[src/rtl/link_rx_pkg.sv]
package link_rx_pkg;

  localparam logic [7:0] KC_FILL_HI = 8'hBC;
  localparam logic [7:0] DC_FILL_LO = 8'hC5;
  localparam logic [7:0] KC_SOP     = 8'hDC;
  localparam logic [7:0] KC_EOP     = 8'h9C;
  localparam logic [7:0] KC_RESUME  = 8'h5C;
  localparam logic [7:0] KC_PAUSE   = 8'h7C;
  localparam logic [7:0] KC_FAULT   = 8'h00;
  localparam logic [7:0] KC_LOSS    = 8'hFF;

  typedef enum logic [2:0] {
    SYM_DATA,
    SYM_FILL,
    SYM_SOP,
    SYM_EOP,
    SYM_RESUME,
    SYM_PAUSE,
    SYM_FAULT,
    SYM_OTHER
  } sym_cls_t;

  typedef enum logic [1:0] {
    FR_OUT,
    FR_LO,
    FR_HI,
    FR_CHK
  } fr_state_t;

  typedef struct packed {
    logic [31:0] data;
    logic        sop;
    logic        eop;
    logic        err;
  } beat_t;

  // One parallel CRC step over a 16-bit symbol, MSB first.
  function automatic logic [15:0] crc16_step(input logic [15:0] crc_in,
                                             input logic [15:0] sym,
                                             input logic [15:0] poly);
    logic [15:0] c;
    logic        fb;
    c = crc_in;
    for (int b = 15; b >= 0; b--) begin
      fb = c[15] ^ sym[b];
      c  = {c[14:0], 1'b0};
      if (fb) c = c ^ poly;
    end
    return c;
  endfunction

endpackage

[src/rtl/link_sym_decode.sv]
module link_sym_decode
  import link_rx_pkg::*;
(
  input  logic [15:0] sym_data,
  input  logic        sym_k_lo,
  input  logic        sym_k_hi,
  output sym_cls_t    cls
);

  logic [7:0] lo_b;
  logic [7:0] hi_b;
  logic       lo_bad;
  logic       hi_bad;
  logic       both_k;
  logic       same_b;

  assign lo_b   = sym_data[7:0];
  assign hi_b   = sym_data[15:8];
  assign lo_bad = sym_k_lo && ((lo_b == KC_FAULT) || (lo_b == KC_LOSS));
  assign hi_bad = sym_k_hi && ((hi_b == KC_FAULT) || (hi_b == KC_LOSS));
  assign both_k = sym_k_lo && sym_k_hi;
  assign same_b = (lo_b == hi_b);

  always_comb begin
    cls = SYM_OTHER;
    if (lo_bad || hi_bad) begin
      cls = SYM_FAULT;
    end else if (!sym_k_lo && !sym_k_hi) begin
      cls = SYM_DATA;
    end else if (sym_k_hi && !sym_k_lo && hi_b == KC_FILL_HI && lo_b == DC_FILL_LO) begin
      cls = SYM_FILL;
    end else if (both_k && same_b) begin
      case (lo_b)
        KC_SOP:    cls = SYM_SOP;
        KC_EOP:    cls = SYM_EOP;
        KC_RESUME: cls = SYM_RESUME;
        KC_PAUSE:  cls = SYM_PAUSE;
        default:   cls = SYM_OTHER;
      endcase
    end
  end

endmodule

[src/rtl/link_rx_framer.sv]
module link_rx_framer
  import link_rx_pkg::*;
#(
  parameter logic [15:0] CRC_POLY = 16'h1021,
  parameter logic [15:0] CRC_INIT = 16'hFFFF
) (
  input  logic        clk,
  input  logic        rst_n,
  input  sym_cls_t    cls,
  input  logic [15:0] sym_data,
  output logic        emit_req,
  output beat_t       emit_beat,
  output logic        pkt_start,
  output logic        stray_hit,
  output logic        crc_fail
);

  fr_state_t   state_q, state_d;
  logic [15:0] lo_q, lo_d;
  logic        lo_en;
  logic [31:0] held_q, held_d;
  logic        held_sop_q, held_sop_d;
  logic        held_en;
  logic        held_v_q, held_v_d;
  logic        first_q, first_d;
  logic [15:0] crc_q, crc_d;
  logic        crc_en;
  logic        crc_fail_q, crc_fail_d;
  logic        in_pkt;
  logic        abort;
  logic [15:0] crc_next;

  assign in_pkt   = (state_q != FR_OUT);
  assign crc_next = crc16_step(crc_q, sym_data, CRC_POLY);

  // Next-state logic
  always_comb begin
    state_d    = state_q;
    lo_d       = lo_q;
    lo_en      = 1'b0;
    held_d     = held_q;
    held_sop_d = held_sop_q;
    held_en    = 1'b0;
    held_v_d   = held_v_q;
    first_d    = first_q;
    crc_d      = crc_q;
    crc_en     = 1'b0;
    crc_fail_d = 1'b0;
    emit_req   = 1'b0;
    emit_beat  = '{data: held_q, sop: held_sop_q, eop: 1'b0, err: 1'b0};
    pkt_start  = 1'b0;
    stray_hit  = 1'b0;
    abort      = 1'b0;

    case (cls)
      SYM_SOP: begin
        // an open packet is closed with an error, new one begins
        abort     = in_pkt;
        pkt_start = 1'b1;
        state_d   = FR_LO;
        crc_d     = CRC_INIT;
        crc_en    = 1'b1;
        first_d   = 1'b1;
      end
      SYM_FAULT: begin
        abort = in_pkt;
        if (in_pkt) state_d = FR_OUT;
      end
      SYM_EOP: begin
        case (state_q)
          FR_LO:          state_d = FR_CHK;
          FR_HI, FR_CHK: begin
            abort   = 1'b1;                              // odd length
            state_d = FR_OUT;
          end
          default: ;
        endcase
      end
      SYM_DATA: begin
        case (state_q)
          FR_OUT: stray_hit = 1'b1;
          FR_LO: begin
            lo_d    = sym_data;                          // low half first
            lo_en   = 1'b1;
            crc_d   = crc_next;
            crc_en  = 1'b1;
            state_d = FR_HI;
          end
          FR_HI: begin
            crc_d      = crc_next;
            crc_en     = 1'b1;
            emit_req   = held_v_q;
            held_d     = {sym_data, lo_q};
            held_sop_d = first_q;
            held_en    = 1'b1;
            held_v_d   = 1'b1;
            first_d    = 1'b0;
            state_d    = FR_LO;
          end
          FR_CHK: begin
            emit_req      = held_v_q;
            emit_beat.eop = 1'b1;
            crc_fail_d    = held_v_q && (crc_q != sym_data);
            held_v_d      = 1'b0;
            state_d       = FR_OUT;
          end
          default: ;
        endcase
      end
      default: ;                                         // fill, flow, other
    endcase

    if (abort) begin
      emit_req      = held_v_q;
      emit_beat.eop = 1'b1;
      emit_beat.err = 1'b1;
      held_v_d      = 1'b0;
    end
    if (cls == SYM_SOP) held_v_d = 1'b0;
  end

  // Registers
  always_ff @(posedge clk or negedge rst_n) begin
    if (!rst_n) begin
      state_q    <= FR_OUT;
      lo_q       <= '0;
      held_q     <= '0;
      held_sop_q <= 1'b0;
      held_v_q   <= 1'b0;
      first_q    <= 1'b0;
      crc_q      <= CRC_INIT;
      crc_fail_q <= 1'b0;
    end else begin
      state_q    <= state_d;
      held_v_q   <= held_v_d;
      first_q    <= first_d;
      crc_fail_q <= crc_fail_d;
      if (lo_en) lo_q <= lo_d;
      if (held_en) begin
        held_q     <= held_d;
        held_sop_q <= held_sop_d;
      end
      if (crc_en) crc_q <= crc_d;
    end
  end

  assign crc_fail = crc_fail_q;

  AST_CRC_AT_CHECK: assert property (@(posedge clk) disable iff (!rst_n)
    crc_fail_q |-> $past(state_q == FR_CHK));

  AST_SOP_OPENS: assert property (@(posedge clk) disable iff (!rst_n)
    (cls == SYM_SOP) |=> (state_q == FR_LO));

endmodule

[src/rtl/link_rx_events.sv]
module link_rx_events
  import link_rx_pkg::*;
#(
  parameter int STRAY_W = 8
) (
  input  logic               clk,
  input  logic               rst_n,
  input  sym_cls_t           cls,
  input  logic               stray_hit,
  output logic               xon_pulse,
  output logic               xoff_pulse,
  output logic [STRAY_W-1:0] stray_count
);

  localparam logic [STRAY_W-1:0] CNT_MAX = {STRAY_W{1'b1}};

  logic               xon_q, xon_d;
  logic               xoff_q, xoff_d;
  logic [STRAY_W-1:0] cnt_q, cnt_d;
  logic               cnt_en;

  always_comb begin
    xon_d  = (cls == SYM_RESUME);
    xoff_d = (cls == SYM_PAUSE);
    cnt_en = stray_hit && (cnt_q != CNT_MAX);
    cnt_d  = cnt_q + 1'b1;
  end

  always_ff @(posedge clk or negedge rst_n) begin
    if (!rst_n) begin
      xon_q  <= 1'b0;
      xoff_q <= 1'b0;
      cnt_q  <= '0;
    end else begin
      xon_q  <= xon_d;
      xoff_q <= xoff_d;
      if (cnt_en) cnt_q <= cnt_d;
    end
  end

  assign xon_pulse   = xon_q;
  assign xoff_pulse  = xoff_q;
  assign stray_count = cnt_q;

  AST_RESUME_PULSE: assert property (@(posedge clk) disable iff (!rst_n)
    (cls == SYM_RESUME) |=> xon_q);

  AST_FLOW_EXCL: assert property (@(posedge clk) disable iff (!rst_n)
    !(xon_q && xoff_q));

  AST_STRAY_MONO: assert property (@(posedge clk) disable iff (!rst_n)
    cnt_q >= $past(cnt_q));

endmodule

[src/rtl/link_rx_outstage.sv]
module link_rx_outstage
  import link_rx_pkg::*;
(
  input  logic  clk,
  input  logic  rst_n,
  input  logic  emit_req,
  input  beat_t emit_beat,
  input  logic  pkt_start,
  input  logic  out_ready,
  output logic  out_valid,
  output beat_t out_beat,
  output logic  overrun
);

  logic  valid_q, valid_d;
  beat_t beat_q;
  logic  load;
  logic  blocked;
  logic  drop_q, drop_d;
  logic  ovr_q, ovr_d;
  logic  slot_free;

  always_comb begin
    slot_free = !valid_q || out_ready;
    load      = emit_req && !drop_q && slot_free;
    blocked   = emit_req && !drop_q && !slot_free;
    ovr_d     = blocked;
    drop_d    = pkt_start ? 1'b0 : (drop_q || blocked);
    if (load)           valid_d = 1'b1;
    else if (out_ready) valid_d = 1'b0;
    else                valid_d = valid_q;
  end

  always_ff @(posedge clk or negedge rst_n) begin
    if (!rst_n) begin
      valid_q <= 1'b0;
      beat_q  <= '0;
      drop_q  <= 1'b0;
      ovr_q   <= 1'b0;
    end else begin
      valid_q <= valid_d;
      drop_q  <= drop_d;
      ovr_q   <= ovr_d;
      if (load) beat_q <= emit_beat;
    end
  end

  assign out_valid = valid_q;
  assign out_beat  = beat_q;
  assign overrun   = ovr_q;

  AST_HOLD_STABLE: assert property (@(posedge clk) disable iff (!rst_n)
    (valid_q && !out_ready) |=> (valid_q && $stable(beat_q)));

  AST_OVR_BLOCKED: assert property (@(posedge clk) disable iff (!rst_n)
    ovr_q |-> $past(valid_q && !out_ready));

  AST_ERR_ENDS: assert property (@(posedge clk) disable iff (!rst_n)
    (valid_q && beat_q.err) |-> beat_q.eop);

endmodule

[src/rtl/link_pkt_rx.sv]
module link_pkt_rx
  import link_rx_pkg::*;
#(
  parameter int          STRAY_W  = 8,
  parameter logic [15:0] CRC_POLY = 16'h1021,
  parameter logic [15:0] CRC_INIT = 16'hFFFF
) (
  input  logic               clk,
  input  logic               rst_n,
  input  logic [15:0]        sym_data,
  input  logic               sym_k_lo,
  input  logic               sym_k_hi,
  output logic [31:0]        out_data,
  output logic               out_sop,
  output logic               out_eop,
  output logic               out_err,
  output logic               out_valid,
  input  logic               out_ready,
  output logic               crc_error,
  output logic               xon_pulse,
  output logic               xoff_pulse,
  output logic               overrun,
  output logic [STRAY_W-1:0] stray_count
);

  logic     rst_meta_q;
  logic     rst_sync_q;
  sym_cls_t cls;
  logic     emit_req;
  beat_t    emit_beat;
  logic     pkt_start;
  logic     stray_hit;
  beat_t    beat;

  // Asynchronous assert, synchronous release
  always_ff @(posedge clk or negedge rst_n) begin
    if (!rst_n) begin
      rst_meta_q <= 1'b0;
      rst_sync_q <= 1'b0;
    end else begin
      rst_meta_q <= 1'b1;
      rst_sync_q <= rst_meta_q;
    end
  end

  link_sym_decode i_decode (
    .sym_data (sym_data),
    .sym_k_lo (sym_k_lo),
    .sym_k_hi (sym_k_hi),
    .cls      (cls)
  );

  link_rx_framer #(
    .CRC_POLY (CRC_POLY),
    .CRC_INIT (CRC_INIT)
  ) i_framer (
    .clk       (clk),
    .rst_n     (rst_sync_q),
    .cls       (cls),
    .sym_data  (sym_data),
    .emit_req  (emit_req),
    .emit_beat (emit_beat),
    .pkt_start (pkt_start),
    .stray_hit (stray_hit),
    .crc_fail  (crc_error)
  );

  link_rx_outstage i_outstage (
    .clk       (clk),
    .rst_n     (rst_sync_q),
    .emit_req  (emit_req),
    .emit_beat (emit_beat),
    .pkt_start (pkt_start),
    .out_ready (out_ready),
    .out_valid (out_valid),
    .out_beat  (beat),
    .overrun   (overrun)
  );

  link_rx_events #(
    .STRAY_W (STRAY_W)
  ) i_events (
    .clk         (clk),
    .rst_n       (rst_sync_q),
    .cls         (cls),
    .stray_hit   (stray_hit),
    .xon_pulse   (xon_pulse),
    .xoff_pulse  (xoff_pulse),
    .stray_count (stray_count)
  );

  assign out_data = beat.data;
  assign out_sop  = beat.sop;
  assign out_eop  = beat.eop;
  assign out_err  = beat.err;

  AST_FILL_SILENT: assert property (@(posedge clk) disable iff (!rst_sync_q)
    ((cls == SYM_FILL) && (!out_valid || out_ready)) |=> !out_valid);

  AST_WORD_NEEDS_DATA: assert property (@(posedge clk) disable iff (!rst_sync_q)
    ($rose(out_valid) && !out_err) |-> $past(cls == SYM_DATA));

endmodule

[config.mk]
export PLATFORM = sky130hd
export DESIGN_NAME = link_pkt_rx
export DESIGN_NICKNAME = d
export VERILOG_FILES = /design/src/rtl/link_rx_pkg.sv /design/src/rtl/link_sym_decode.sv /design/src/rtl/link_rx_framer.sv /design/src/rtl/link_rx_events.sv /design/src/rtl/link_rx_outstage.sv /design/src/rtl/link_pkt_rx.sv
export SDC_FILE = /design/constraint.sdc
export NUM_CORES = 1
export LEC_CHECK = 0
export ABC_AREA = 1
export BUFFER_PORTS_ARGS = -buffer_cell sky130_fd_sc_hd__buf_2
export CELL_PAD_IN_SITES_DETAIL_PLACEMENT = 0
export CELL_PAD_IN_SITES_GLOBAL_PLACEMENT = 1
export CORE_MARGIN = 1.5
export CORE_UTILIZATION = 44
export CTS_BUF_LIST = sky130_fd_sc_hd__clkbuf_16
export DETAILED_ROUTE_END_ITERATION = 8
export HOLD_SLACK_MARGIN = 0.03
export PLACE_DENSITY = 0.79
export SLEW_MARGIN = 20
export SYNTH_ARGS = -nofsm -noshare
export SYNTH_HDL_FRONTEND = slang
export SYNTH_SLANG_ARGS = --single-unit
export TNS_END_PERCENT = 1
[constraint.sdc]
create_clock -name clk -period 5.1 [get_ports clk]
set_input_delay 0.51 -clock clk [delete_from_list [all_inputs] [get_ports clk]]
set_output_delay 0.51 -clock clk [all_outputs]
set_load 0.02 [all_outputs]
# == After elaboration in Yosys (flattened, before gate mapping) ==
# Index checks and enable logic that the tools add are counted.
# word_totals
mem_count,0
ff_bits,120
romBits,0
mem_bits_rw,0
out_inout_bits,48
latch_bits,0
# op_classes
n_mux,55
addsub,1
eq_ne,24
div,0
n_lt_le_gt_ge,0
n_bitwise,32
multipliers,0
shifts,0
n_reduce_logical,42
# ops
operator,n
2-to-1 mux 13 bit,16
equality test 8 bit (second input constant),6
inverter 3 bit,16
case mux 16 bit (2 select lines),1
2-to-1 mux 1 bit,23
equality test 8 x 7 -> 1 bit (second input constant),2
logical NOT 8 bit,2
2-to-1 mux 16 bit,1
!= test 16 bit,1
XOR 1 bit,16
logical AND 1 bit,13
2-to-1 mux 3 bit,4
case mux 3 bit (4 select lines),1
equality test 3 bit (second input constant),3
AND reduction 3 bit,3
adder 8 x 1 -> 8 bit (second input constant),1
equality test 8 bit,1
!= test 8 bit (second input constant),1
case mux 1 bit (2 select lines),4
case mux 2 bit (4 select lines),1
nonzero test 4 bit,2
equality test 3 x 2 -> 1 bit (second input constant),2
case mux 2 bit (3 select lines),1
nonzero test 2 bit,3
other kinds (16),30

# == Logic depth before layout (Yosys ltp) ==
# logic_depth
word_depth,34
ltp_mapped,16

# == Cells and area by module ==
# Synthesis repeated with hierarchy kept, for this count alone.
# unflattened
cells_unflattened,822
hier_area_um2,6311.1
# by_module_without_submodules
mod,area_each_um2,n_inst,seq_area_each_um2,cells_each
link_rx_framer,3713.6,1,1771.7,474
link_rx_outstage,1485.2,1,950.9,163
link_rx_events,563.0,1,250.2,69
link_sym_decode,495.5,1,0.0,113
link_pkt_rx,53.8,1,50.0,3

# == Least setup slack after synthesis ==
# OpenSTA, ideal clock, no wires.
# synth_path
path_kind,input-to-reg
from,input sym_data[1]
to,register i_outstage.beat_q (netlist bit i_outstage.out_beat[10])
required_ns,4.983
arrival_ns,1.968
path_stages,12
setup_time_ns,0.117
n_path_buf,2
setup_slack_ns,3.014
cell_sequence,buf_4 nor2_2 nand3_1 nor2_2 inv_2 nor3_4 nand4_2 nand3_4 nand3_4 buf_6 nand2_1 nand2_1
# synth_between
elab_chain_cells,12
word_cells_on_any_way,28
classes_between,10 x eq/ne; 8 x mux; 10 x reduce/logical
# synth_rtl
item,line_no,source
"start, declared",link_pkt_rx.sv:10,"input logic [15:0] sym_data,"
"equality test 8 x 7 -> 1 bit, or another cell as far along",link_sym_decode.sv:33,case (lo_b)
case mux 3 bit (4 select lines) or logical AND 1 bit (tied branches),"link_sym_decode.sv:33, link_sym_decode.sv:32",
2-to-1 mux 3 bit,link_sym_decode.sv:32,end else if (both_k && same_b) begin
2-to-1 mux 3 bit,link_sym_decode.sv:30,end else if (sym_k_hi && !sym_k_lo && hi_b == KC_FILL_HI && lo_b == DC_FILL_LO) begin
2-to-1 mux 3 bit,link_sym_decode.sv:28,end else if (!sym_k_lo && !sym_k_hi) begin
2-to-1 mux 3 bit *,link_sym_decode.sv:26,if (lo_bad || hi_bad) begin
equality test 3 bit or equality test 3 x 2 -> 1 bit (tied branches),link_rx_framer.sv:55,case (cls)
OR reduction 2 bit (no line),-,
case mux 1 bit (2 select lines),link_rx_framer.sv:55,
2-to-1 mux 1 bit *,link_rx_framer.sv:113,if (abort) begin
logical AND 1 bit * (2 in a row),link_rx_outstage.sv:25,load = emit_req && !drop_q && slot_free;
"end signal, assigned",link_rx_outstage.sv:44,if (load) beat_q <= emit_beat;
"end, declared",link_rx_outstage.sv:16,beat_t beat_q;
# Mark *: on every way between the ends. The rest lies on a longest branch, timed or not.
# A chain may end at the register's enable or synchronous reset.

# == Worst setup path after layout ==
# layout_path
from,input sym_data[9]
to,register i_outstage.beat_q (netlist bit i_outstage.out_beat[31])
# layout_between
elab_chain_cells,12
word_cells_on_any_way,24
classes_between,6 x eq/ne; 7 x mux; 11 x reduce/logical
# layout_rtl
item,line_no
"equality test 8 bit, on equally long branches","link_sym_decode.sv:22, link_sym_decode.sv:30"
"logical AND 1 bit, on equally long branches","link_sym_decode.sv:32, link_sym_decode.sv:30"
2-to-1 mux 3 bit or logical AND 1 bit (tied branches),"link_sym_decode.sv:32, link_sym_decode.sv:30"
2-to-1 mux 3 bit,link_sym_decode.sv:30
2-to-1 mux 3 bit,link_sym_decode.sv:28
2-to-1 mux 3 bit *,link_sym_decode.sv:26
equality test 3 bit or equality test 3 x 2 -> 1 bit (tied branches),link_rx_framer.sv:55
OR reduction 2 bit (no line),-
case mux 1 bit (2 select lines),link_rx_framer.sv:55
2-to-1 mux 1 bit *,link_rx_framer.sv:113
logical AND 1 bit * (2 in a row),link_rx_outstage.sv:25
# Marked as above.

==> flow_metrics.py <==
metrics = {
    "run_status": {
        "outcome": "finished clean",
    },
    "power_and_ir_drop": {
        "p_per_area_nw_per_um2": 542.5,
        "p_leak_nw": 3.687,
        "ir_worst_vdd_uv": 285.2,
    },
    "synthesis": {
        "synth_cells": 710,
        "synth_seq_area_share_pct": 51.27,
        "yosysUniqueCellTypes": 35,
        "syn-mean-instance-area_sq_um": 8.304,
        "synthesis.area_sq_um": 5896,
        "synth_fp_nets": 736,
        "synth_seq_cells": 120,
        "synth-main-ff-cell": "dfrtp_1",
        "async_flop_share_pct": 100.0,
        "synth_edf_count": 0,
        "ys_warn_count": 0,
    },
    "critical_path": {
        "path_buf_inv": 2,
        "slowest_stage": "nand3_4",
        "critPathMaxFanout": 36,
        "critPathMostFrequentCell": "nand2_1",
        "slowest_delay_ps": 400,
        "crit_path_end_kind": "flip-flop",
        "crit_required_ps": 5390,
        "crit_type": "in2reg",
        "reg2reg_slack_ps": 2770,
        "path_delay_family": "simple AND/OR/NAND/NOR gates",
        "cp-start-kind": "input port",
        "cp_cell_sequence": "buf_2 > inv_1 > nand2_1 > nand2_1 > nor2_1 > nand3_2 > nor2_2 > nand2_2 > nand2_2 > nand3_2 > nand3_4 > nand3_4 > nand2_1 > nand2_1",
        "arrival_ps": 2670,
    },
    "timing": {
        "hold_viol_final": 0,
        "max_slew_margin_pct": 40.77,
        "finalSetupTns_ps": 0,
        "rsz0062_at_grt": "false",
        "fin_worst_skew_ps": 6.368,
        "worstMarginPinSlew_ps": 886.4,
        "post-route-period-util_pct": 46.70,
        "hold-worst-slack_ps": 321.5,
        "slew_violations": 0,
        "period_minus_slack_ps": 2382,
        "clock.fmax_ghz": 0.4199,
        "setup_viol": 0,
    },
    "routing": {
        "drc_errors": 0,
        "antenna_left": 0,
        "vias": 4756,
        "routed_wl_microns": 14420,
        "first_iter_violations": 355,
        "wl_per_cell_microns": 15.02,
        "vias_per_cell": 4.954,
        "dr.pass1.iters": 4,
    },
    "clock_tree": {
        "cts_buffers": 17,
        "worstSkewPairLatency_ps": 410,
        "clock_sinks": 120,
        "cts_buffer_depth": 2,
        "cts_tree": "built",
        "cts_root_buffer": "clkbuf_16",
        "h-tree-depth": 4,
        "clkTransAtPathRegs_ps": 50,
    },
    "floorplanning": {
        "fp.dieH_microns": 118.8,
        "die_w_microns": 118.8,
        "initial_utilization_pct": 44.88,
        "die-area_sq_um": 14100,
        "num_rows": 42,
        "num_io_pins": 69,
        "core_sq_um": 13140,
    },
    "placement": {
        "placed_cells": 927,
        "place_hpwl_microns": 10550,
        "portBuffers": 68,
        "finalWeightedCongestion": 0.8961,
        "place_area_sq_um": 6352,
    },
    "grt": {
        "antenna_found_initial": 0,
        "grt_max_degree": 52,
        "grt_pass1_wl_microns": 24460,
        "grt-ovfl-total": 0,
        "grt_use_total_pct": 22.44,
        "grt_pass1_vias": 4861,
    },
    "cells_and_area": {
        "instances_no_fill": 960,
        "syn_to_final_growth_pct": 17.23,
        "multiInputGateArea_sq_um": 2490,
        "fill_cells": 1311,
        "design_area_sq_um": 6912,
        "ff_latch_area_sq_um": 3027,
        "drive_gt1_share_pct": 17.60,
        "diodes": 0,
        "fin_nets": 797,
    },
    "worst_hold_path": {
        "hp-class": "reg2async",
    },
    "run": {
        "max_cap_viol_count": 0,
    },
}
## cell usage in the layout (no fill, tap or decap), types with 3 or more instances in the layout
cell type | netlist | routed
a21oi_1 | 7 | 7
a31oi_1 | 5 | 5
a41oi_1 | 3 | 3
buf_2 | 11 | 68
buf_4 | 3 | 4
clkbuf_16 | 0 | 17
clkinv_1 | 2 | 5
clkinv_2 | 0 | 3
clkinvlp_4 | 0 | 3
dfrtp_1 | 104 | 103
dfstp_2 | 16 | 16
ha_1 | 5 | 5
inv_1 | 50 | 54
inv_2 | 6 | 6
nand2_1 | 252 | 252
nand2_2 | 3 | 3
nand3_1 | 32 | 32
nand4_1 | 40 | 40
nor2_1 | 47 | 46
nor2_2 | 4 | 5
nor3_1 | 8 | 8
o21ai_0 | 36 | 36
o21ai_1 | 3 | 3
xnor2_1 | 23 | 23
xor2_1 | 19 | 19
## stage by stage
stage	utilization, %	worst slack, ps	power, mW
2_1_floorplan	-	1537	2.369
3_3_place_gp	48.14	2338	2.650
3_5_place_dp	48.35	2243	2.669
4_1_cts	52.61	2695	3.790
5_1_grt	52.61	2407	4.048
6_report	52.61	2718	3.750
## layout make-up
type	count	area share, %
Tap cell	176	3.186
Inverter	58	3.150
Multi-Input combinational cell	500	36.02
Sequential cell	120	43.79
Clock inverter	15	1.792
Timing Repair Buffer	74	5.902
Clock buffer	17	6.155
## logic make-up (layout without fill, tap and decap cells)
kind of cell / count (synthesis) / after routing / synth area share, %
DFF: 120 / 120 / 51.27
and+or+nand+nor: 395 / 395 / 29.27
other: 1 / 1 / 0.06361
adders and majority gates: 5 / 5 / 1.061
AOI/OAI and AO/OA: 55 / 55 / 5.008
xor gates and xnor gates: 44 / 44 / 6.791
buffers and inverters: 90 / 164 / 6.536
## per-layer routing
metal  up-vias  GRT usage (%)  routed length, microns
met5         -              0                       0
met4         0          8.886                     264
met3        15          5.309                     629
met2        92          37.35                    7206
met1      2257          28.29                    6315
li1       2392              -                       -
## where the power goes
group | internal (mW) | switching (mW)
Clock | 0.700 | 0.399
Sequential | 1.26 | 0.190
Combinational | 0.426 | 0.770
## final timing paths
path                                           from                      end  cells after the start
min in group clk                         rst_meta_q               rst_sync_q                      0
worst min register to register           rst_sync_q   i_outstage.out_beat[1]                      0
max in group asynchronous                rst_sync_q  i_outstage.out_beat[12]                      2
worst min-delay path                     rst_sync_q   i_outstage.out_beat[1]                      0
worst max-delay path                    sym_data[9]  i_outstage.out_beat[31]                     14
worst max register to register  i_framer.state_q[0]      i_framer.state_q[0]                      7
## synth_stat cells, types with 3 or more instances
master	n	area share (%)
nand2_1	252	16
dfrtp_1	104	44
inv_1	50	3.2
nor2_1	47	3.0
nand4_1	40	4.2
o21ai_0	36	3.1
nand3_1	32	2.7
xnor2_1	23	3.4
xor2_1	19	2.8
dfstp_2	16	7.1
clkbuf_1	15	0.95
buf_2	11	0.93
nor3_1	8	0.68
a21oi_1	7	0.59
inv_2	6	0.38
a31oi_1	5	0.53
ha_1	5	1.1
nor2_2	4	0.42
a41oi_1	3	0.45
buf_4	3	0.38
buf_6	3	0.57
nand2_2	3	0.32
o21ai_1	3	0.25
## repair_timing
action                                  4_1_cts  5_1_grt
endpoints found under the setup margin        0        0
buffers inserted                              0        0
resized for setup                             0        0
endpoints found under the hold margin         2        0
hold buffers                                  1        0
## registers in the layout (all words and copies together) (netlist names), 2 cells and up
name,flops
i_framer.state_q,2
i_framer.held_q,32
i_framer.crc_q,16
i_outstage.out_beat,35
i_events.stray_count,8
i_framer.lo_q,16
(Power assumes the default switching activity.)
